[src/rtl/sector_cache_pkg.sv]
// Shared types for the sub-block valid read cache.
package sector_cache_pkg;
    // Miss-handling states: idle/hit service, fetch issue, wait for data.
    typedef enum logic [1:0] {
        ST_IDLE  = 2'd0,
        ST_ISSUE = 2'd1,
        ST_WAIT  = 2'd2
    } ctrl_state_e;
endpackage

[src/rtl/sector_tag_store.sv]
// Tag and per-sub-block valid array of the direct-mapped cache.
// Purpose: combinational lookup for the current request, and tag/valid update on fill.
// Assumes: at most one fill per cycle; tags are not reset, only valids are.
module sector_tag_store #(
    parameter int TAG_W = 9,
    parameter int IDX_W = 3,
    parameter int SUB_W = 2
) (
    input  logic             clk,
    input  logic             rst_n,
    input  logic [IDX_W-1:0] lk_idx,
    input  logic [TAG_W-1:0] lk_tag,
    input  logic [SUB_W-1:0] lk_sub,
    output logic             lk_hit,
    input  logic             fill_en,
    input  logic [IDX_W-1:0] fill_idx,
    input  logic [TAG_W-1:0] fill_tag,
    input  logic [SUB_W-1:0] fill_sub
);
    localparam int LINES = 1 << IDX_W;
    localparam int SUBS  = 1 << SUB_W;

    logic [TAG_W-1:0] tag_q   [LINES];
    logic [SUBS-1:0]  valid_q [LINES];
    logic             retag;
    logic [SUBS-1:0]  fill_mask;

    // A fill replaces the line's tag when the line is empty or holds another tag.
    assign retag     = (valid_q[fill_idx] == '0) || (tag_q[fill_idx] != fill_tag);
    assign fill_mask = SUBS'(1) << fill_sub;

    // Hit requires both a tag match and the addressed sub-block being valid.
    assign lk_hit = valid_q[lk_idx][lk_sub] && (tag_q[lk_idx] == lk_tag);

    // Tag write on retag.
    always_ff @(posedge clk) begin
        if (fill_en && retag) begin
            tag_q[fill_idx] <= fill_tag;
        end
    end

    // Per-line valid flags: cleared at reset, cleared or kept on fill, then fill bit set.
    for (genvar g = 0; g < LINES; g++) begin : g_line
        always_ff @(posedge clk) begin
            if (!rst_n) begin
                valid_q[g] <= '0;
            end else if (fill_en && (fill_idx == IDX_W'(g))) begin
                valid_q[g] <= (retag ? '0 : valid_q[g]) | fill_mask;
            end
        end
    end

    AST_FILL_SETS_VALID: assert property (@(posedge clk) disable iff (!rst_n)
        fill_en |=> valid_q[$past(fill_idx)][$past(fill_sub)]);
    AST_FILL_KEEPS_OTHERS: assert property (@(posedge clk) disable iff (!rst_n)
        (fill_en && !retag) |=>
        ((valid_q[$past(fill_idx)] & $past(valid_q[fill_idx])) == $past(valid_q[fill_idx])));
    AST_RETAG_CLEARS: assert property (@(posedge clk) disable iff (!rst_n)
        (fill_en && retag) |=> ($countones(valid_q[$past(fill_idx)]) == 1));
endmodule

[src/rtl/sector_data_store.sv]
// Data array holding one word per sub-block of every line.
// Purpose: asynchronous read at the lookup address, synchronous write on fill.
// Assumes: caller registers the read result; contents are undefined until filled.
module sector_data_store #(
    parameter int DATA_W = 32,
    parameter int IDX_W  = 3,
    parameter int SUB_W  = 2
) (
    input  logic                   clk,
    input  logic                   wr_en,
    input  logic [IDX_W+SUB_W-1:0] wr_addr,
    input  logic [DATA_W-1:0]      wr_data,
    input  logic [IDX_W+SUB_W-1:0] rd_addr,
    output logic [DATA_W-1:0]      rd_data
);
    localparam int ENTRIES = 1 << (IDX_W + SUB_W);

    logic [DATA_W-1:0] mem_q [ENTRIES];

    // Write the refilled sub-block word.
    always_ff @(posedge clk) begin
        if (wr_en) begin
            mem_q[wr_addr] <= wr_data;
        end
    end

    // Read the addressed sub-block word.
    assign rd_data = mem_q[rd_addr];
endmodule

[src/rtl/sector_ctrl.sv]
// Miss controller: accepts requests, issues one sub-block fetch per miss, waits for data.
// Purpose: sequence IDLE -> ISSUE -> WAIT -> IDLE for a miss; hits stay in IDLE.
// Assumes: memory accepts the one-cycle request unconditionally and answers once.
module sector_ctrl #(
    parameter int BLK_W = 14
) (
    input  logic             clk,
    input  logic             rst_n,
    input  logic             req_valid,
    input  logic [BLK_W-1:0] req_blk,
    input  logic             lk_hit,
    output logic             req_ready,
    output logic             hit_fire,
    output logic             mem_req_valid,
    output logic [BLK_W-1:0] mem_req_blk,
    input  logic             mem_resp_valid,
    output logic             fill_en
);
    import sector_cache_pkg::*;

    ctrl_state_e      state_q;
    logic [BLK_W-1:0] blk_q;
    logic             accept;

    assign req_ready     = (state_q == ST_IDLE);
    assign accept        = req_valid && req_ready;
    assign hit_fire      = accept && lk_hit;
    assign mem_req_valid = (state_q == ST_ISSUE);
    assign mem_req_blk   = blk_q;
    assign fill_en       = (state_q == ST_WAIT) && mem_resp_valid;

    // State sequencing for one outstanding miss.
    always_ff @(posedge clk) begin
        if (!rst_n) begin
            state_q <= ST_IDLE;
        end else begin
            unique case (state_q)
                ST_IDLE:  if (accept && !lk_hit) state_q <= ST_ISSUE;
                ST_ISSUE: state_q <= ST_WAIT;
                ST_WAIT:  if (mem_resp_valid) state_q <= ST_IDLE;
                default:  state_q <= ST_IDLE;
            endcase
        end
    end

    // Latch the missing sub-block address at acceptance.
    always_ff @(posedge clk) begin
        if (accept && !lk_hit) begin
            blk_q <= req_blk;
        end
    end

    AST_MISS_ISSUES: assert property (@(posedge clk) disable iff (!rst_n)
        (accept && !lk_hit) |=> mem_req_valid);
    AST_SINGLE_FETCH: assert property (@(posedge clk) disable iff (!rst_n)
        mem_req_valid |=> !mem_req_valid);
    AST_FETCH_ADDR: assert property (@(posedge clk) disable iff (!rst_n)
        mem_req_valid |-> (mem_req_blk == $past(req_blk)));
    AST_STALL_ON_MISS: assert property (@(posedge clk) disable iff (!rst_n)
        (accept && !lk_hit) |=> !req_ready);
endmodule

[src/rtl/sector_cache.sv]
// Direct-mapped read cache with one tag per line and a valid flag per sub-block.
// Purpose: serve hits in one cycle; fetch only the missing sub-block on a miss.
// Assumes: address layout {tag, index, sub-block, byte offset}; one miss at a time.
module sector_cache #(
    parameter int ADDR_W = 16,
    parameter int DATA_W = 32,
    parameter int OFF_W  = 2,
    parameter int SUB_W  = 2,
    parameter int IDX_W  = 3
) (
    input  logic                    clk,
    input  logic                    rst_n,
    input  logic                    req_valid,
    output logic                    req_ready,
    input  logic [ADDR_W-1:0]       req_addr,
    output logic                    resp_valid,
    output logic [DATA_W-1:0]       resp_data,
    output logic                    mem_req_valid,
    output logic [ADDR_W-OFF_W-1:0] mem_req_addr,
    input  logic                    mem_resp_valid,
    input  logic [DATA_W-1:0]       mem_resp_data
);
    localparam int BLK_W = ADDR_W - OFF_W;
    localparam int TAG_W = ADDR_W - IDX_W - SUB_W - OFF_W;
    localparam int LOC_W = IDX_W + SUB_W;

    logic [BLK_W-1:0]  req_blk;
    logic              lk_hit;
    logic              hit_fire;
    logic              fill_en;
    logic [DATA_W-1:0] rd_data;
    logic              resp_valid_q;
    logic [DATA_W-1:0] resp_data_q;

    assign req_blk = req_addr[ADDR_W-1:OFF_W];

    sector_ctrl #(.BLK_W(BLK_W)) u_ctrl (
        .clk           (clk),
        .rst_n         (rst_n),
        .req_valid     (req_valid),
        .req_blk       (req_blk),
        .lk_hit        (lk_hit),
        .req_ready     (req_ready),
        .hit_fire      (hit_fire),
        .mem_req_valid (mem_req_valid),
        .mem_req_blk   (mem_req_addr),
        .mem_resp_valid(mem_resp_valid),
        .fill_en       (fill_en)
    );

    sector_tag_store #(.TAG_W(TAG_W), .IDX_W(IDX_W), .SUB_W(SUB_W)) u_tags (
        .clk     (clk),
        .rst_n   (rst_n),
        .lk_idx  (req_blk[LOC_W-1:SUB_W]),
        .lk_tag  (req_blk[BLK_W-1:LOC_W]),
        .lk_sub  (req_blk[SUB_W-1:0]),
        .lk_hit  (lk_hit),
        .fill_en (fill_en),
        .fill_idx(mem_req_addr[LOC_W-1:SUB_W]),
        .fill_tag(mem_req_addr[BLK_W-1:LOC_W]),
        .fill_sub(mem_req_addr[SUB_W-1:0])
    );

    sector_data_store #(.DATA_W(DATA_W), .IDX_W(IDX_W), .SUB_W(SUB_W)) u_data (
        .clk    (clk),
        .wr_en  (fill_en),
        .wr_addr(mem_req_addr[LOC_W-1:0]),
        .wr_data(mem_resp_data),
        .rd_addr(req_blk[LOC_W-1:0]),
        .rd_data(rd_data)
    );

    // Response valid: one cycle after a hit or after the refill word arrives.
    always_ff @(posedge clk) begin
        if (!rst_n) begin
            resp_valid_q <= 1'b0;
        end else begin
            resp_valid_q <= hit_fire || fill_en;
        end
    end

    // Response data: refill word forwarded on a fill, stored word on a hit.
    always_ff @(posedge clk) begin
        if (fill_en) begin
            resp_data_q <= mem_resp_data;
        end else if (hit_fire) begin
            resp_data_q <= rd_data;
        end
    end

    assign resp_valid = resp_valid_q;
    assign resp_data  = resp_data_q;

    AST_HIT_NEXT_CYCLE: assert property (@(posedge clk) disable iff (!rst_n)
        hit_fire |=> (resp_valid && !mem_req_valid));
    AST_FILL_FORWARD: assert property (@(posedge clk) disable iff (!rst_n)
        fill_en |=> (resp_valid && (resp_data == $past(mem_resp_data))));
endmodule

[config.mk]
export PLATFORM = sky130hd
export DESIGN_NAME = sector_cache
export DESIGN_NICKNAME = d
export VERILOG_FILES = /design/src/rtl/sector_cache_pkg.sv /design/src/rtl/sector_tag_store.sv /design/src/rtl/sector_data_store.sv /design/src/rtl/sector_ctrl.sv /design/src/rtl/sector_cache.sv
export SDC_FILE = /design/constraint.sdc
export NUM_CORES = 1
export LEC_CHECK = 0
export ABC_CLOCK_PERIOD_IN_PS = 4440
export CORE_UTILIZATION = 50
export DETAILED_ROUTE_END_ITERATION = 8
export PLACE_DENSITY = 0.66
export SYNTH_ARGS = -nofsm -noshare
export SYNTH_HDL_FRONTEND = slang
export SYNTH_HIERARCHICAL = 1
export SYNTH_SLANG_ARGS = --single-unit
[constraint.sdc]
create_clock -name clk -period 4.44 [get_ports clk]
set_input_delay 0.666 -clock clk [delete_from_list [all_inputs] [get_ports clk]]
set_output_delay 0.666 -clock clk [all_outputs]
set_load 0.02 [all_outputs]
======== Word level (Yosys, flattened, before mapping) ========
Memories as Yosys holds them, arrays and structs flattened. A register that Yosys moved wholly into a read port is not among the register bits.
Index checks and enable logic that the tools add are counted.
storage, ports and cells
  register bits ........................... 49
  bits in writable memories ............... 1128
  input bits .............................. 52
  output and inout bits ................... 49
  logic and storage cells ................. 114
  memories kept ........................... 3
cells by class
  $lt $le $gt $ge ......................... 1
  eq/ne operators ......................... 13
  shift operators ......................... 1
  multiplexer cells ....................... 54
  bitwise gates (word level) .............. 16
  reductions and logical operators ........ 22
memories
  name            depth  bits a word  read ports  clocked after Yosys merged registers in  wr ports  line                     text
  u_data.mem_q    32     32           1           0                                        1         sector_data_store.sv:18  logic [DATA_W-1:0] mem_q [ENTRIES];
  u_tags.tag_q    8      9            2           1                                        1         sector_tag_store.sv:23   logic [TAG_W-1:0] tag_q [LINES];
  u_tags.valid_q  8      4            10          1                                        8         sector_tag_store.sv:24   logic [SUBS-1:0] valid_q [LINES];
operators by type and width
  operator             number
  $mux 32              2
  $mux 4               16
  $or 4x4->4           8
  $mux 1               30
  $logic_and 1x1->1    14
  $eq 3x3->1 const B   4
  $eq 9x9->1           1
  $ne 9x9->1           1
  $or 1x1->1           8
  $eq 3x2->1 const B   2
  $mux 3               2
  $pmux 2 s3           1
  $logic_not 4->1      1
  $mux 2               2
  $ne 2x2->1 const B   2
  $shl 1x2->4 const A  1
  $eq 3x1->1 const B   1
  $logic_not 3->1      1
  $lt 2x3->1 const B   1
  $bmux 1 s2           1
  $eq 2x1->1 const B   1
  $eq 2x2->1 const B   1
  $logic_not 2->1      1
  $logic_or 1x1->1     2
  3 further kinds      3

======== Longest topological paths before layout ========
An unclocked memory read counts as a cell.
  depth after elaboration ................. 8
  mapped depth ............................ 11
  mapped depth without buffers ............ 8

======== By module ========
Netlist, hierarchy kept.
modules (own cells, without submodules)
  module             times used  cells each  area an instance (sq um)  sequential area each (sq um)
  sector_data_store  1           2228        39844.5                   30749.5
  sector_tag_store   1           386         5665.4                    3123.0
  sector_cache       1           71          1531.5                    980.9
  sector_ctrl        1           24          525.5                     460.4

======== Worst setup path before layout ========
No wires, ideal clock.
  path kind ............................... input to register
  start point ............................. input port req_addr[6]
  end point ............................... register u_ctrl.blk_q[0] (netlist: u_ctrl/mem_req_blk[0]) (enable)
  setup time .............................. 0.396 ns
  data arrival time ....................... 3.540 ns
  data required time ...................... 4.044 ns
  slack ................................... 0.504 ns
  stages on the path ...................... 8
  buffers on the path ..................... 2
  cell sequence ........................... buf_1 -> buf_1 -> mux4_2 -> mux4_2 -> mux2_2 -> nand4_1 -> nor4_1 -> nor4b_2
between the ends
  longest elaborated chain between the ends .. 6
  elaborated cells on any way between the ends .. 8
  classes of those cells .................. 1 x eq/ne; 2 x mux; 3 x reduce/logical; 2 x memory
RTL lines
  item                          line                    text
  start: declaration            sector_cache.sv:15      input logic [ADDR_W-1:0] req_addr,
  $mem_v2 8x4                   n/a
  $bmux 1 s2                    sector_tag_store.sv:33  assign lk_hit = valid_q[lk_idx][lk_sub] && (tag_q[lk_idx] == lk_tag);
  $mux 1 (not written as such)  sector_tag_store.sv:33
  $logic_and 1x1->1 *           sector_tag_store.sv:33
  net lk_hit                    sector_cache.sv:28      logic lk_hit;
  $logic_not 1->1 *             sector_ctrl.sv:48       if (accept && !lk_hit) begin
  $logic_and 1x1->1 *           sector_ctrl.sv:48
  end signal: assignment        sector_ctrl.sv:49       blk_q <= req_blk;
  end: declaration              sector_ctrl.sv:22       logic [BLK_W-1:0] blk_q;
Mark *: on every way through the listed nets, which the timed path passes. The rest lies on a longest branch. The select of a mux whose other input is x is not followed.
A chain may end at the register's enable or synchronous reset.

======== Worst setup path in the final report ========
  start point ............................. register u_ctrl.blk_q[3] (netlist: u_ctrl/mem_req_blk[3])
  end point ............................... memory u_tags.tag_q[4][0] (enable)
RTL lines
  item              line
  end: declaration  sector_tag_store.sv:23
Straight into the memory's write port.

==> summary.md <==
| Metric | Value |
|---|---|
| CTS sink cnt | `1177` |
| # fillers | `6914` |
| Post-synth ARST share | `0%` |
| DR vias/cell | `6.051` |
| Core area | `93750 sq um` |
| Antenna Violating Nets Remaining | `0` |
| Mapped Cells | `2709` |
| Area Overhead vs Synth | `14.88%` |
| Slew HR | `15.85%` |
| CP Class | `reg2reg` |
| Ys Warns | `6` |
| Final HPWL DP | `66.72 mm` |
| Final Hold Fails | `0` |
| Synthesized area | `47570 sq um` |
| Place WS | `0.4956 ns` |
| Switching Fraction | `21.13%` |
| Maximum VDD drop | `0.3345 mV` |
| Status | `completed` |
| Initial antenna violation count | `2` |
| Post-synthesis sequential area ratio | `74.24%` |
| Rows | `112` |
| Average wire per standard cell | `26.96 microns` |
| Final period utilization | `80.38%` |
| Min Hold Slack | `0.4996 ns` |
| Static Leak | `18.58 nW` |
| Distinct cells, synth | `55` |
| Register area | `35310 sq um` |
| Number of synthesized flops with an enable pin | `1174` |
| F_max | `280.2 MHz` |
| Clock Power Share | `41.3%` |
| Vias in the first global route | `25710` |
| Die Width | `310.4 microns` |
| Buffers and inverters on the worst path | `3` |
| Total number of vias | `25720` |
| Crit path largest cell delay | `0.54 ns` |
| Skew final | `0.03059 ns` |
| Period minus WS final | `3.569 ns` |
| Total CTS buffers | `116` |
| Cell mode on critical path | `buf_4` |
| Number of setup buffers added after CTS | `0` |
| Commonest non-fill, non-tap cell in the layout | `edfxtp_1` |
| TritonCTS clock tree | `built` |
| N_diodes | `0` |
| DRT iter0 DRCs | `2703` |
| Final setup viols | `0` |
| Vert. Die Dim | `310.4 microns` |
| Clock buffer depth | `3` |
| CP Max Fanout | `47` |
| NetSw | `0.004904 W` |
| CP Launch Type | `flip-flop` |
| Initial Util | `50.74%` |
| Mapped Avg Cell Area | `17.56 sq um` |
| Root Driver | `clkbuf_16` |
| Cells along the critical path | `buf_4 > nand2b_1 > o221ai_1 > a211o_1 > o311ai_1 > buf_4 > nor4_4 > nand4_4 > nor3b_1 > buf_4` |
| RSZ-0062 raised after global routing | `false` |
| Power Total | `0.02321 W` |
| Resized cells post-CTS | `0` |
| First-pass GRT wire length | `166.1 mm` |
| Crit path max-delay family | `simple AND/OR/NAND/NOR gates` |
| Overall die area | `96370 sq um` |
| # DRC | `0` |
| CP required | `4.85 ns` |
| Area of the multi-input gates | `11540 sq um` |
| Tightest Hold Check Type | `in2reg` |
| Ys flop type | `edfxtp_1` |
| Crit path DAT | `3.98 ns` |
| Routed WL | `114.6 mm` |
| Max Slew Vio Count | `0` |
| Pwr dens | `424.8 nW/um^2` |
| Gr usage total | `23.78%` |
| GP Congestion | `0.8487` |
| Share of layout cells above drive strength 1 | `14.85%` |
| Worst setup margin | `0.8713 ns` |
| Most frequent cells in the layout | `edfxtp_1, mux2i_1, nand2_1, clkbuf_16, nand3_1` |
| TNS Setup | `0 ns` |
| Pin count of the biggest net entering global routing | `64` |
| Nature of the critical path endpoint | `flip-flop` |
| Max-cap check violation count | `0` |
| Cts-stage hold buffer count | `0` |
| I/O pin count | `101` |
| Sequential share of power | `53.1%` |
| H-tree depth | `3` |
| Slowest CP cell | `nor4_4` |
| Synthesized net count | `2761` |
| Port Buffers | `98` |
| Measured slew at the worst slew-check pin | `1.258 ns` |
| Gate power share | `5.6%` |
| Grt total ovfl | `0` |
| Synth Register Bits | `1177` |
| Detailed Routing Iterations Pass 1 | `7` |
| # nets final | `2950` |
| Worst-Skew Late Latency | `0.70 ns` |
| Clk slew on worst S/H paths | `0.06 ns` |
| Int Pwr | `0.01831 W` |
==> power by group through the flow <==
stage / clock network, W / registers [W] / logic [W]
3_3_place_gp: 0 / 0.0126 / 0.00126
2_1_floorplan: 0 / 0.0126 / 0.000760
6_report: 0.00959 / 0.0123 / 0.00129
5_1_grt: 0.0101 / 0.0123 / 0.00137
3_5_place_dp: 0 / 0.0126 / 0.00129
4_1_cts: 0.00972 / 0.0123 / 0.00129
==> logic make-up (layout without fill, tap and decap cells) <==
group           after synthesis  count (layout)  share of synthesized area [%]
compound gates              360             360                          5.400
xor+xnor                     17              17                         0.3130
buf+inv                     159             447                          2.081
flops                      1177            1177                          74.24
mux                         604             604                          13.96
simple gates                392             392                          4.003
==> layout make-up <==
cell class              count  share of cell area [%]
well taps                1254                   2.871
multi-input cells        1373                   21.12
flip-flops and latches   1177                   64.63
clock buffers             139                   5.509
clock inverters            78                   1.330
repair buffers            229                   4.534
inverters                   1                0.006869
==> metrics by stage <==
stage / utilization, % / cells / cell area (sq um)
floorplan: - / 2709 / 47570
global placement: 54.30 / 4034 / 50910
detailed placement: 54.30 / 4034 / 50910
CTS: 58.29 / 4251 / 54640
global route: 58.29 / 4251 / 54640
finish: 58.29 / 4251 / 54640
==> state kept, by name, indices dropped and copies added (netlist names) <==
register	cells
resp_valid	1
u_data/mem_q	1024
u_tags/valid_q	32
resp_data	32
u_tags/tag_q	72
u_ctrl/state_q	2
u_ctrl/mem_req_blk	14
==> worst register-to-register path, stage by stage, from the launching register on <==
cell	delay, ns
edfxtp_1	0.41
buf_4	0.51
nand2b_1	0.47
o221ai_1	0.31
a211o_1	0.13
o311ai_1	0.10
buf_4	0.19
nor4_4	0.54
nand4_4	0.23
nor3b_1	0.20
buf_4	0.22
==> worst paths after layout <==
path	slack, ns	from	endpoint	depth (start not counted)
hold / removal	0.50	req_addr[2]	u_ctrl/mem_req_blk[0]$_DFFE_PP_	1
setup reg to reg	0.87	u_ctrl/mem_req_blk[3]$_DFFE_PP_	u_tags/tag_q[4][0]$_DFFE_PP_	10
hold reg to reg	0.68	u_tags/valid_q[6][0]$_SDFFCE_PN0P_	u_tags/valid_q[6][0]$_SDFFCE_PN0P_	2
setup / recovery	0.87	u_ctrl/mem_req_blk[3]$_DFFE_PP_	u_tags/tag_q[4][0]$_DFFE_PP_	10
==> metal layers <==
metal | up-vias | global-route usage (%) | wire length, microns
met5 | - | 0 | 0
met4 | 0 | 7.744 | 3026
met3 | 169 | 2.895 | 7216
met2 | 955 | 39.34 | 56390
met1 | 13380 | 32.91 | 47980
li1 | 11220 | - | -
==> synthesized netlist by cell type, types with 2 or more instances <==
library cell  number  area [sq um]
o22ai_1           15         93.84
mux4_2            35         788.3
mux2_2            14         157.7
nand2_1          134         503.0
a21oi_1          102         510.5
buf_12             3         60.06
o21a_1             3         22.52
clkbuf_1          52         195.2
buf_6             21         236.5
nand3_1          103         515.5
a211oi_1           4         30.03
xor2_1             6         52.55
buf_4             37         277.8
dfxtp_1            3         60.06
xnor2_1           11         96.34
buf_1             11         41.29
nand2b_1           8         50.05
and2_1             2         12.51
o21ai_0            9         45.04
a31oi_1           32         200.2
nor2_1            50         187.7
clkbuf_4           2         15.01
nor4_1             8         50.05
edfxtp_1        1174         35250
and3_1             4         25.02
a22o_1            65         569.3
nor2b_1            7         43.79
or2_2              4         25.02
nand4_1            7         43.79
a2111oi_0          4         35.03
o31ai_1            3         22.52
nor3b_1           15         112.6
or3b_2             3         26.28
mux2i_1          527          5275
buf_2             32         160.2
a22oi_1           96         720.7
nand3b_1           5         37.54
mux2_4            28         420.4
o22ai_2           22         275.3
nor3_1            33         165.2
Note: power is estimated with default switching activity, not from simulation.
